[src/rtl/pit_pkg.sv]
package pit_pkg;
    localparam int unsigned PIT_CNT_W  = 20;
    localparam int unsigned PIT_PCNT_W = 12;
    localparam int unsigned PIT_PRE_W  = 4;
    localparam int unsigned PIT_AW     = 4;
    localparam int unsigned PIT_DW     = 32;

    typedef enum logic [1:0] {
        SEL_MODE = 2'd0,
        SEL_STAT = 2'd1,
        SEL_VAL  = 2'd2,
        SEL_IMG  = 2'd3
    } pit_sel_e;
endpackage

[src/rtl/pit_prescale.sv]
module pit_prescale #(
    parameter int unsigned PRE_W = pit_pkg::PIT_PRE_W
) (
    input  logic clk,
    input  logic rst_n,
    output logic tick
);
    typedef struct packed {
        logic [PRE_W-1:0] pre;
    } state_t;

    state_t s_d, s_q;

    always_comb begin
        s_d     = s_q;
        s_d.pre = s_q.pre + 1'b1;
    end

    always_ff @(posedge clk or negedge rst_n) begin
        if (!rst_n) s_q <= '0;
        else        s_q <= s_d;
    end

    assign tick = &s_q.pre;

    // a step never repeats on back-to-back cycles
    p_tick_spacing_r2: assert property (@(posedge clk) disable iff (!rst_n)
        tick |=> !tick);
endmodule

[src/rtl/pit_core.sv]
module pit_core #(
    parameter int unsigned CNT_W  = pit_pkg::PIT_CNT_W,
    parameter int unsigned PCNT_W = pit_pkg::PIT_PCNT_W
) (
    input  logic              clk,
    input  logic              rst_n,
    input  logic              tick,
    input  logic              en,
    input  logic [CNT_W-1:0]  limit,
    input  logic              ack,
    output logic [CNT_W-1:0]  cur,
    output logic [PCNT_W-1:0] pcnt,
    output logic              sts
);
    localparam logic [PCNT_W-1:0] PCNT_MAX = {PCNT_W{1'b1}};
    localparam logic [PCNT_W-1:0] PCNT_ONE = PCNT_W'(1);

    typedef struct packed {
        logic [CNT_W-1:0]  cur;
        logic [PCNT_W-1:0] pcnt;
        logic              sts;
    } state_t;

    state_t s_d, s_q;
    logic   done;

    always_comb begin
        s_d  = s_q;
        done = 1'b0;
        if (tick && (en || s_q.cur != '0)) begin
            if (s_q.cur >= limit) begin
                s_d.cur = '0;
                done    = 1'b1;
            end else begin
                s_d.cur = s_q.cur + 1'b1;
            end
        end
        if (ack) begin
            s_d.pcnt = done ? PCNT_ONE : '0;
            s_d.sts  = done;
        end else if (done) begin
            if (s_q.pcnt != PCNT_MAX) s_d.pcnt = s_q.pcnt + 1'b1;
            s_d.sts = 1'b1;
        end
    end

    always_ff @(posedge clk or negedge rst_n) begin
        if (!rst_n) s_q <= '0;
        else        s_q <= s_d;
    end

    assign cur  = s_q.cur;
    assign pcnt = s_q.pcnt;
    assign sts  = s_q.sts;

    p_step_only_on_tick_r2: assert property (@(posedge clk) disable iff (!rst_n)
        !tick |=> $stable(s_q.cur));
    p_hold_zero_r10: assert property (@(posedge clk) disable iff (!rst_n)
        (!en && s_q.cur == '0) |=> s_q.cur == '0);
    p_ack_clears_r6: assert property (@(posedge clk) disable iff (!rst_n)
        (ack && !tick) |=> (s_q.pcnt == '0 && !s_q.sts));
    p_saturate_r11: assert property (@(posedge clk) disable iff (!rst_n)
        (s_q.pcnt == PCNT_MAX && !ack) |=> s_q.pcnt == PCNT_MAX);
    p_sts_from_tick_r8: assert property (@(posedge clk) disable iff (!rst_n)
        $rose(s_q.sts) |-> $past(tick));
    p_ack_collide_r12: assert property (@(posedge clk) disable iff (!rst_n)
        (ack && tick && (en || s_q.cur != '0) && s_q.cur >= limit)
        |=> (s_q.pcnt == PCNT_ONE && s_q.sts));
endmodule

[src/rtl/pit_bus.sv]
module pit_bus #(
    parameter int unsigned CNT_W   = pit_pkg::PIT_CNT_W,
    parameter int unsigned PCNT_W  = pit_pkg::PIT_PCNT_W,
    parameter int unsigned AW      = pit_pkg::PIT_AW,
    parameter int unsigned DW      = pit_pkg::PIT_DW,
    parameter int unsigned EN_BIT  = 24,
    parameter int unsigned IEN_BIT = 25
) (
    input  logic              clk,
    input  logic              rst_n,
    input  logic [AW-1:0]     addr,
    input  logic              wr,
    input  logic              rd,
    input  logic [DW-1:0]     wdata,
    input  logic [CNT_W-1:0]  cur,
    input  logic [PCNT_W-1:0] pcnt,
    input  logic              sts,
    output logic [DW-1:0]     rdata,
    output logic [CNT_W-1:0]  limit,
    output logic              en,
    output logic              ack,
    output logic              irq
);
    import pit_pkg::*;

    localparam int unsigned SEL_LSB = 2;

    typedef struct packed {
        logic [CNT_W-1:0] limit;
        logic             en;
        logic             ien;
    } state_t;

    state_t   s_d, s_q;
    pit_sel_e sel;
    logic [DW-1:0] word_q;

    assign sel = pit_sel_e'(addr[SEL_LSB +: 2]);

    always_comb begin
        s_d = s_q;
        if (wr && sel == SEL_MODE) begin
            s_d.limit = wdata[CNT_W-1:0];
            s_d.en    = wdata[EN_BIT];
            s_d.ien   = wdata[IEN_BIT];
        end
    end

    always_ff @(posedge clk or negedge rst_n) begin
        if (!rst_n) s_q <= '0;
        else        s_q <= s_d;
    end

    always_comb begin
        word_q = '0;
        if (rd) begin
            case (sel)
                SEL_MODE: begin
                    word_q[CNT_W-1:0] = s_q.limit;
                    word_q[EN_BIT]    = s_q.en;
                    word_q[IEN_BIT]   = s_q.ien;
                end
                SEL_STAT: word_q[0] = sts;
                default:  word_q = DW'({pcnt, cur});
            endcase
        end
    end

    assign rdata = word_q;
    assign limit = s_q.limit;
    assign en    = s_q.en;
    assign ack   = rd && sel == SEL_VAL;
    assign irq   = sts && s_q.ien;

    // with the interrupt disabled the line stays low whatever the status does
    p_irq_masked_r9: assert property (@(posedge clk) disable iff (!rst_n)
        !s_q.ien |-> !irq);
    p_mode_write_r4: assert property (@(posedge clk) disable iff (!rst_n)
        (wr && sel == SEL_MODE) |=> limit == $past(wdata[CNT_W-1:0]));
    p_other_write_r13: assert property (@(posedge clk) disable iff (!rst_n)
        (wr && sel != SEL_MODE) |=> $stable(limit) && $stable(en));
endmodule

[src/rtl/pit_top.sv]
module pit_top #(
    parameter int unsigned CNT_W  = pit_pkg::PIT_CNT_W,
    parameter int unsigned PCNT_W = pit_pkg::PIT_PCNT_W,
    parameter int unsigned PRE_W  = pit_pkg::PIT_PRE_W,
    parameter int unsigned AW     = pit_pkg::PIT_AW,
    parameter int unsigned DW     = pit_pkg::PIT_DW
) (
    input  logic          clk,
    input  logic          rst_n,
    input  logic [AW-1:0] bus_addr,
    input  logic          bus_wr,
    input  logic          bus_rd,
    input  logic [DW-1:0] bus_wdata,
    output logic [DW-1:0] bus_rdata,
    output logic          irq
);
    logic              tick;
    logic              en;
    logic              ack;
    logic              sts;
    logic [CNT_W-1:0]  limit;
    logic [CNT_W-1:0]  cur;
    logic [PCNT_W-1:0] pcnt;

    pit_prescale #(.PRE_W(PRE_W)) u_pre (
        .clk  (clk),
        .rst_n(rst_n),
        .tick (tick)
    );

    pit_core #(.CNT_W(CNT_W), .PCNT_W(PCNT_W)) u_core (
        .clk  (clk),
        .rst_n(rst_n),
        .tick (tick),
        .en   (en),
        .limit(limit),
        .ack  (ack),
        .cur  (cur),
        .pcnt (pcnt),
        .sts  (sts)
    );

    pit_bus #(.CNT_W(CNT_W), .PCNT_W(PCNT_W), .AW(AW), .DW(DW)) u_bus (
        .clk  (clk),
        .rst_n(rst_n),
        .addr (bus_addr),
        .wr   (bus_wr),
        .rd   (bus_rd),
        .wdata(bus_wdata),
        .cur  (cur),
        .pcnt (pcnt),
        .sts  (sts),
        .rdata(bus_rdata),
        .limit(limit),
        .en   (en),
        .ack  (ack),
        .irq  (irq)
    );
endmodule

[config.mk]
export PLATFORM = sky130hd
export DESIGN_NAME = pit_top
export DESIGN_NICKNAME = d
export VERILOG_FILES = /design/src/rtl/pit_pkg.sv /design/src/rtl/pit_prescale.sv /design/src/rtl/pit_core.sv /design/src/rtl/pit_bus.sv /design/src/rtl/pit_top.sv
export SDC_FILE = /design/constraint.sdc
export NUM_CORES = 1
export LEC_CHECK = 0
export BUFFER_PORTS_ARGS = -buffer_cell sky130_fd_sc_hd__buf_2
export CAP_MARGIN = 15
export CELL_PAD_IN_SITES_DETAIL_PLACEMENT = 1
export CELL_PAD_IN_SITES_GLOBAL_PLACEMENT = 1
export CORE_MARGIN = 1.5
export CORE_UTILIZATION = 43
export CTS_CLUSTER_SIZE = 8
export DETAILED_ROUTE_END_ITERATION = 8
export PLACE_DENSITY_LB_ADDON = 0.1
export SYNTH_ARGS = -nofsm -noshare
export SYNTH_HDL_FRONTEND = slang
export SYNTH_HIERARCHICAL = 1
export SYNTH_SLANG_ARGS = --single-unit
[constraint.sdc]
create_clock -name clk -period 3.5 [get_ports clk]
set_input_delay 0.525 -clock clk [delete_from_list [all_inputs] [get_ports clk]]
set_output_delay 0.525 -clock clk [all_outputs]
set_load 0.05 [all_outputs]
* Word-level counts from Yosys, hierarchy flattened
Cells that the tools add are included.
** Cells by class
- Add/subtract/negate cells :: 3
- Shifts and indexed selects :: 0
- Equality and inequality tests :: 3
- Order comparisons :: 1
- Divide/modulo/power cells :: 0
- $mul :: 0
- Multiplexer cells :: 13
- Bitwise gates (word level) :: 0
- Reduce and logical (&&, ||, !) cells :: 12
** Operators with widths (number)
- $pmux 19 s2 :: 1
- $mux 32 :: 1
- $mux 13 :: 2
- $add 20x1->20 const B :: 1
- $ge 20x20->1 :: 1
- $mux 20 :: 1
- $reduce_bool 20->1 :: 1
- $add 12x1->12 const B :: 1
- $mux 12 :: 1
- $ne 12x12->1 const B :: 1
- $mux 6 :: 1
- $add 4x1->4 const B :: 1
- $logic_and 1x1->1 :: 4
- $mux 4 :: 1
- $pmux 2 s2 :: 1
- $reduce_and 4->1 :: 1
- $reduce_bool 2->1 :: 2
- $mux 1 :: 3
- $eq 2x1->1 const B :: 1
- $eq 2x2->1 const B :: 1
- $logic_not 2->1 :: 1
- $pmux 1 s2 :: 1
- $reduce_and 2->1 :: 1
- $reduce_or 2->1 :: 1
- $logic_or 1x1->1 :: 1
** Storage, ports and cells
- RAM bits :: 0
- Bits in registers :: 59
- Bits of input ports :: 40
- Logic and storage cells :: 39
- ROM bits :: 0
- Memories :: 0
- Output and inout port bits :: 33
- Latch bits :: 0

* Logic depth before layout (Yosys ltp)
Gate-level depths: netlist (run 1).
- Depth in word-level cells :: 6
- Mapped depth :: 12
- Gate-level depth less buffers :: 9

* Cells and area by module
The synthesis (run 1) kept the hierarchy.
** By module, submodules not included
- pit_core :: cells each 251, area an instance 2195.9 um^2, sequential area each 825.8 um^2, instances 1
- pit_bus :: cells each 157, area an instance 1566.5 um^2, sequential area each 550.5 um^2, instances 1
- pit_prescale :: cells each 10, area an instance 146.4 um^2, sequential area each 100.1 um^2, instances 1

* Least setup slack after synthesis (run 1)
Ideal clock, no wire load.
- Path type :: reg-to-reg
- From :: reg u_bus.s_q (netlist bit u_bus/limit[0])
- To :: reg u_core.s_q (netlist bit u_core/pcnt[1])
- Clock period less this slack :: 2531 ps
- Arrival time :: 2399 ps
- Buffers on the path :: 3
- Slack :: 969 ps
- Cell stages (with the launch flop) :: 12
- Setup time :: 132 ps
- Data required time :: 3368 ps
- Cell sequence :: dfrtp_1 -> buf_4 -> ha_1 -> nand2b_1 -> a21o_1 -> a211o_1 -> a311o_2 -> o21ai_2 -> buf_6 -> buf_8 -> mux2i_1 -> nor2_1
** On the way
- Word-level cells in the longest chain between the ends :: 5
** RTL lines
- start: declaration :: RTL line pit_bus.sv:34 : state_t s_d, s_q;
- start signal: assignment :: RTL line pit_bus.sv:50 : if (!rst_n) s_q <= '0;
- start signal: assignment :: RTL line pit_bus.sv:51 : else s_q <= s_d;
- $ge 20x20->1 :: RTL line pit_core.sv:31 : if (s_q.cur >= limit) begin
- $mux 1 :: RTL line pit_core.sv:31
- $mux 1 :: RTL line pit_core.sv:30 : if (tick && (en || s_q.cur != '0)) begin
- $reduce_bool 2->1 (no line)
- $reduce_and 2->1 (no line)
- end signal: assignment :: RTL line pit_core.sv:48 : if (!rst_n) s_q <= '0;
- end signal: assignment :: RTL line pit_core.sv:49 : else s_q <= s_d;
- end: declaration :: RTL line pit_core.sv:24 : state_t s_d, s_q;
No other way between the ends.
A chain may end at the register's enable or synchronous reset.

* Worst setup path after layout (run 1)
- From :: reg u_core.s_q (netlist bit u_core/cur[0])
- To :: reg u_core.s_q (netlist bit u_core/pcnt[0])
** On the way
- Word-level cells in the longest chain between the ends :: 6
- Elaborated cells between the ends (all ways) :: 10
- Classes of those cells :: 1 x order compare; 4 x mux; 5 x reduce/logical
** RTL lines (RTL line)
- branches (longest 3 deep; another with $ge 20x20->1)
- $mux 1 * :: pit_core.sv:30
- $mux 1 / $reduce_bool 2->1 (equally long branches)
- $mux 13 / $reduce_and 2->1 (equally long branches)
Every way passes the cells marked *.

==> flow_summary_export.csv, run 1 <==
group,metric,value,unit
floorplan,boundaryPins,73,
timing,finalWorstPathRequiredPeriod,2.710,ns
detailed_routing,route.antenna.remaining_nets,0,
flow_run,cap_violations,0,
place,place_inst,553,
timing,maxClockFrequency,369.1,MHz
cells_and_area,nNetsFinal,520,
status,status,"completed",
synth,synth_edf_count,0,
global_routing,antenna_found_initial,0,
global_routing,grt_remaining_overflow,0,
synth,synth.top_cell.area_share,0.3777,
synth,gate_count_post_synth,418,
synth,syn_area_per_cell,9.351,µm²
timing,grt_setup_unrepaired,"false",
synth,synth.cell_area,0.003909,mm²
critical_path,timing.critical_path.to_type,"flop",
detailed_routing,routedWlPerCell,17.19,µm
critical_path,crit_chain,"inv_1 -> ha_1 -> nand2b_1 -> a21o_1 -> a211o_1 -> a311o_2 -> o21a_1 -> a32o_1",
critical_path,timing.critical_path.fanout_max,17,
clock_tree,clk_pin_slew,0.07,ns
synth,postSynth.topFlopCell,"dfrtp_1",
cells_and_area,antennaDiodeCount,0,
place,placement.setup.worst_slack,0.7710,ns
global_routing,grt_start_max_net_pins,60,
clock_tree,cts-hold-fix-buffers,0,
pwr,power_per_cell_area,403.2,mW/mm²
place,io_buffers,60,
timing,finalHoldViolations,0,
pwr,vdd_ir_drop_max,183.3,µV
synth,yosys-top-cells-area,"dfrtp_1 38%, ha_1 7.7%, mux2_2 6.3%, or3b_1 4.5%, buf_4 4.2%",
detailed_routing,total_iterations_of_the_first_detailed_routing_run,5,
clock_tree,post_cts_resize_count,0,
critical_path,cell_class_contributing_the_biggest_share_of_worst_path_delay,"compound AO/OA/AOI/OAI gates",
critical_path,critPathRequiredTime,3.73,ns
synth,synth_nets,482,
cells_and_area,finish.instance_area,0.004289,mm²
timing,finalSetupViolCount,0,
timing,layout_worst_path_cycle_share,0.7742,
synth,yosys_register_bits,59,
synth,postSynth.asyncResetShare,1.000,
place,detailed_place.area,0.004116,mm²
critical_path,critical-path-slowest-cell,"a311o_2",
clock_tree,skew_pair_late_insertion_delay,0.34,ns
critical_path,crit_arrival,2.94,ns
critical_path,worst_setup_path_start_kind,"flop",
pwr,total_leakage_power,2.140,nW
floorplan,design.die.area,0.009671,mm²
critical_path,worst-setup-path-type,"flop to flop",
floorplan,initial_utilization,0.4460,
synth,synth.lib_cells_used.distinct,47,
synth,synth_seq_area_share,0.3777,
timing,relative_slew_slack,0.3937,
detailed_routing,detail_route.drc_violations,0,
clock_tree,postCtsSetupRepairBufs,0,
global_routing,grt_use_total,0.2141,
detailed_routing,vias,3163,
floorplan,core_area,0.008763,mm²
detailed_routing,detailedRoute.firstIterationViolations,72,
timing,fin_ws,0.7904,ns
critical_path,delay_contributed_by_the_slowest_stage_of_the_critical_path,0.47,ns
cells_and_area,number_of_filler_cells_placed_in_the_layout,1057,
clock_tree,cts_tree,"done",
floorplan,die_y,98.34,µm
cells_and_area,post_layout_nonfiller_instances,569,
global_routing,via_count_of_the_first_global_routing_pass,3299,
place,dp.final_hpwl,6.824,mm
detailed_routing,via_per_inst,5.559,
floorplan,num_rows,34,
detailed_routing,drt_wl_total,9.779,mm
synth,yosysWarningCount,6,
cells_and_area,synthToLayoutAreaGrowth,9.731,%
clock_tree,cts_buf_count,9,
timing,worst_margin_slew,0.9094,ns
timing,timing.final.max_slew_violations,0,
clock_tree,cts_max_level,3,
worst_hold_path,min_path_type,"input port to asynchronous set/reset pin",
floorplan,die_extent_in_x,98.34,µm
synth,synth_area_leader_cell,"dfrtp_1",
clock_tree,ctsLongestPathBuffers,2,
critical_path,cp.buffers_inverters,1,
timing,clock_skew,0.01044,ns
global_routing,grt_pass1_wl,16.59,mm
cells_and_area,share_of_layout_cells_above_drive_strength_1,0.2278,
clock_tree,cts_root_buffer,"clkbuf_8",
place,routabilityCongestion,0.7735,
timing,timing.hold.ws,0.3420,ns
clock_tree,clock_sinks,59,
timing,totalNegativeSetupSlack,0,ns
[final cells by class]
type / instances / area [µm²] / share of cell area
clock buffer: 14 / 162.7 / 0.03792
clock inverter: 2 / 10.01 / 0.002334
inverter: 24 / 90.09 / 0.02100
multi-input combinational: 297 / 2077 / 0.4842
sequential: 59 / 1476 / 0.3442
tap: 108 / 135.1 / 0.03151
timing repair buffer: 65 / 337.8 / 0.07876
[worst reg2reg max path, stage by stage, from the launching register on]
cell and delay (ns):
dfrtp_1 0.42, inv_1 0.09, ha_1 0.27, nand2b_1 0.14, a21o_1 0.17, a211o_1 0.30, a311o_2 0.47, o21a_1 0.43
a32o_1 0.31
[synthesized netlist by cell type, types with 8 or more instances]
cell type	count
dfrtp_1	59
nand2_1	41
ha_1	24
inv_1	24
buf_4	22
mux2_2	22
nor2_1	22
a21boi_1	21
or3b_1	20
and3_1	17
nand3_1	17
a21oi_1	16
xor2_1	14
o21ai_1	13
o21ai_0	9
nand4_1	8
or3_1	8
[stage by stage]
step             util  power, mW
3_5_place_dp   0.4697      1.183
2_1_floorplan       -      1.125
3_3_place_gp   0.4697      1.168
5_1_grt        0.4894      1.842
4_1_cts        0.4894      1.758
6_report       0.4894      1.730
[metal layers]
layer	share of wire	up-vias	global-route usage
li1	-	1527	-
met1	0.48	1563	0.2873
met2	0.47	62	0.3440
met3	0.032	11	0.04438
met4	0.0091	0	0.07367
met5	0	-	0
[path summary, 6_finish.rpt]
path / start / endpoint / slack, ns / depth (start not counted)
max in group asynchronous: rst_n / u_pre/s_q[1]$_DFF_PN0_ / 2.62 / 2
worst min-delay path: rst_n / u_bus/limit[5]$_DFFE_PN0P_ / 0.34 / 2
min in group clk: bus_wdata[10] / u_bus/limit[10]$_DFFE_PN0P_ / 0.40 / 2
worst min register to register: u_pre/s_q[0]$_DFF_PN0_ / u_pre/s_q[0]$_DFF_PN0_ / 0.45 / 1
worst max-delay path: u_core/cur[0]$_DFFE_PN0P_ / u_core/pcnt[0]$_DFFE_PN0P_ / 0.79 / 8
worst max register to register: u_core/cur[0]$_DFFE_PN0P_ / u_core/pcnt[0]$_DFFE_PN0P_ / 0.79 / 8
[registers in the layout (all words and copies together), names as in the netlist]
register / count
u_bus/limit: 20
u_core/cur: 20
u_core/pcnt: 12
u_pre/s_q: 4
u_bus/en: 1
u_bus/s_q: 1
u_core/sts: 1
[where the power goes]
part	internal, mW	switching (mW)	total [mW]
logic	0.160	0.204	0.364
clock network	0.294	0.268	0.562
registers	0.744	0.0594	0.803
total	1.20	0.531	1.73
[cell families after synthesis]
family,share of synthesized area
flip-flops,0.3777
buffers and inverters,0.09251
AND/OR/NAND/NOR,0.2254
adder cells (fa/ha/maj),0.07683
AO/OA/AOI/OAI,0.1229
multiplexers,0.06882
XOR/XNOR,0.03585
[placed cells by master, fill, tap and decap left out, drive strengths merged, types with 8 or more instances in the layout]
| master | n |
|---|---|
| and3 | 18 |
| buf | 65 |
| o21ai | 23 |
| xor2 | 14 |
| mux2 | 23 |
| or3b | 21 |
| nand4 | 8 |
| inv | 24 |
| a21boi | 21 |
| clkbuf | 14 |
| nor2 | 22 |
| a21oi | 16 |
| nand2 | 41 |
| dfrtp | 59 |
| ha | 24 |
| or3 | 8 |
| nand3 | 17 |
(Power assumes the default switching activity.)
==> inputs of run 2 (changes only) <==
Clock period 3.5 ns to 2.6 ns, I/O delays scaled along.
==> run 2 against run 1 <==
Design area up 4.6%; die area did not move; largest cell class unchanged; cell count grew 3.9%; sequential share of layout area is 1.5 points lower; count of clock-buffer cells in the layout fell by 2; highest routed layer unchanged; critical endpoint is now u_core/pcnt[1]$_DFFE_PN0P_; clock power grew 28%.
==> flow_summary_export.csv, run 2 (synthesis results as in run 1) <==
group,metric,value,unit
status,status,"completed",
detailed_routing,drt_wl_total,10.60,mm
clock_tree,cts_buf_count,9,
cells_and_area,multi_input_area,0.002087,mm²
clock_tree,cts-hold-fix-buffers,0,
critical_path,critPathRequiredTime,2.84,ns
global_routing,grt_pass1_wl,17.79,mm
critical_path,worst_setup_path_start_kind,"flop",
cells_and_area,final_cell_mix,"60 x buf_2, 59 x dfrtp_1, 40 x nand2_1",
cells_and_area,layout.area.seq,0.001476,mm²
detailed_routing,route.antenna.remaining_nets,0,
floorplan,core_area,0.008763,mm²
pwr,internal_power,1.595,mW
timing,totalNegativeSetupSlack,0,ns
timing,worst_margin_slew,0.8089,ns
critical_path,rr_startpoint,"u_core/cur[0]$_DFFE_PN0P_",
detailed_routing,routedWlPerCell,17.93,µm
detailed_routing,detail_route.drc_violations,0,
timing,clock_skew,0.01525,ns
detailed_routing,vias,3249,
clock_tree,clk_pin_slew,0.07,ns
pwr,netSwitchingFraction,0.3137,
critical_path,timing.critical_path.fanout_max,21,
floorplan,die_y,98.34,µm
critical_path,critical_path.startpoint,"u_core/cur[0]$_DFFE_PN0P_",
pwr,total_power,2.324,mW
floorplan,boundaryPins,73,
critical_path,crit_arrival,2.74,ns
pwr,vdd_ir_drop_max,286.6,µV
timing,layout_worst_path_cycle_share,0.9601,
clock_tree,cts_max_level,3,
cells_and_area,finish.utilization,0.5117,
clock_tree,skew_pair_late_insertion_delay,0.34,ns
clock_tree,post_cts_resize_count,0,
critical_path,worst-r2r-cell-count,10,
clock_tree,ctsLongestPathBuffers,2,
detailed_routing,detailedRoute.firstIterationViolations,141,
place,io_buffers,60,
floorplan,initial_utilization,0.4460,
cells_and_area,most_common_library_cell_in_the_layout_ignoring_fill_and_taps,"buf_2",
global_routing,grt_start_max_net_pins,49,
timing,finalSetupViolCount,0,
timing,relative_slew_slack,0.4607,
cells_and_area,nNetsFinal,543,
global_routing,grt_remaining_overflow,0,
critical_path,worst-setup-path-type,"flop to flop",
timing,maxClockFrequency,400.6,MHz
cells_and_area,share_of_layout_cells_above_drive_strength_1,0.2712,
detailed_routing,total_iterations_of_the_first_detailed_routing_run,4,
pwr,netSwitchingPower,728.9,µW
pwr,total_leakage_power,2.270,nW
critical_path,r2r_slack,0.10,ns
clock_tree,cts_tree,"done",
detailed_routing,via_per_inst,5.497,
place,dp.final_hpwl,7.683,mm
clock_tree,postCtsSetupRepairBufs,0,
clock_tree,clock_sinks,59,
cells_and_area,antennaDiodeCount,0,
floorplan,num_rows,34,
critical_path,critical-path-slowest-cell,"a311o_2",
pwr,share_seq_of_total_power,0.460,
timing,grt_setup_unrepaired,"false",
global_routing,antenna_found_initial,0,
flow_run,cap_violations,0,
timing,timing.final.max_slew_violations,0,
global_routing,grt_use_total,0.2308,
floorplan,die_extent_in_x,98.34,µm
cells_and_area,synthToLayoutAreaGrowth,14.72,%
global_routing,via_count_of_the_first_global_routing_pass,3550,
critical_path,delay_contributed_by_the_slowest_stage_of_the_critical_path,0.44,ns
clock_tree,cts_root_buffer,"clkbuf_8",
pwr,clock_power_share,0.310,
worst_hold_path,min_path_type,"input port to asynchronous set/reset pin",
timing,finalHoldViolations,0,
timing,finalWorstPathRequiredPeriod,2.496,ns
critical_path,timing.critical_path.to_type,"flop",
place,routabilityCongestion,0.8035,
floorplan,design.die.area,0.009671,mm²
pwr,power_per_cell_area,518.2,mW/mm²
pwr,pwr-share-comb,0.229,
cells_and_area,number_of_filler_cells_placed_in_the_layout,1064,
critical_path,crit_chain,"inv_1 -> ha_1 -> nand2b_1 -> a21o_1 -> a211o_1 -> a311o_2 -> o21ai_2 -> buf_12 -> mux2i_1 -> nor2_1",
## run 2: layout make-up
class,instances,area share
Timing Repair Buffer,88,0.1194
Inverter,24,0.02009
Clock inverter,3,0.003348
Tap cell,108,0.03013
Sequential cell,59,0.3292
Multi-Input combinational cell,297,0.4654
Clock buffer,12,0.03237
## run 2: metrics by stage
| step | hold WS (ns) | std cells | setup WS [ns] | cell area (µm²) |
|---|---|---|---|---|
| global route | 0.1443 | 591 | 0.009315 | 4484 |
| CTS | 0.1230 | 591 | 0.09132 | 4474 |
| detailed placement | 0.4501 | 576 | 0.1392 | 4314 |
| floorplan | 0.09441 | 418 | 0.06904 | 3909 |
| global placement | 0.4397 | 576 | 0.1617 | 4314 |
| finish | 0.09054 | 591 | 0.1038 | 4484 |
## run 2: power groups by stage
stage | clock network (mW) | registers [mW] | logic [mW]
after detailed placement | 0 | 1.09 | 0.531
after global placement | 0 | 1.08 | 0.516
after CTS | 0.740 | 1.07 | 0.536
final | 0.721 | 1.07 | 0.533
after global routing | 0.775 | 1.08 | 0.589
after floorplan | 0 | 1.07 | 0.445
## run 2: worst paths after layout
path	to
min in group clk	u_bus/limit[10]$_DFFE_PN0P_
worst min register to register	u_pre/s_q[0]$_DFF_PN0_
worst max-delay path	u_core/pcnt[1]$_DFFE_PN0P_
worst max register to register	u_core/pcnt[1]$_DFFE_PN0P_
worst min-delay path	u_bus/limit[5]$_DFFE_PN0P_
max in group asynchronous	u_pre/s_q[3]$_DFF_PN0_
## run 2: worst max-delay path, delay by kind of cell (launching register included)
kind | cells | cell delay, ns
adders and majority gates | 1 | 0.23
AOI/OAI and AO/OA | 4 | 1.14
muxes | 1 | 0.19
buffers and inverters | 2 | 0.26
and+or+nand+nor | 2 | 0.20
DFF | 1 | 0.38
## run 2: layer usage
metal  vias to the layer above  GRT usage  wire length (µm)
met5                         -          0                 0
met4                         0    0.05959                85
met3                         9    0.03150               300
met2                        53     0.3973              5239
met1                      1607     0.3059              4970
li1                       1580          -                 -
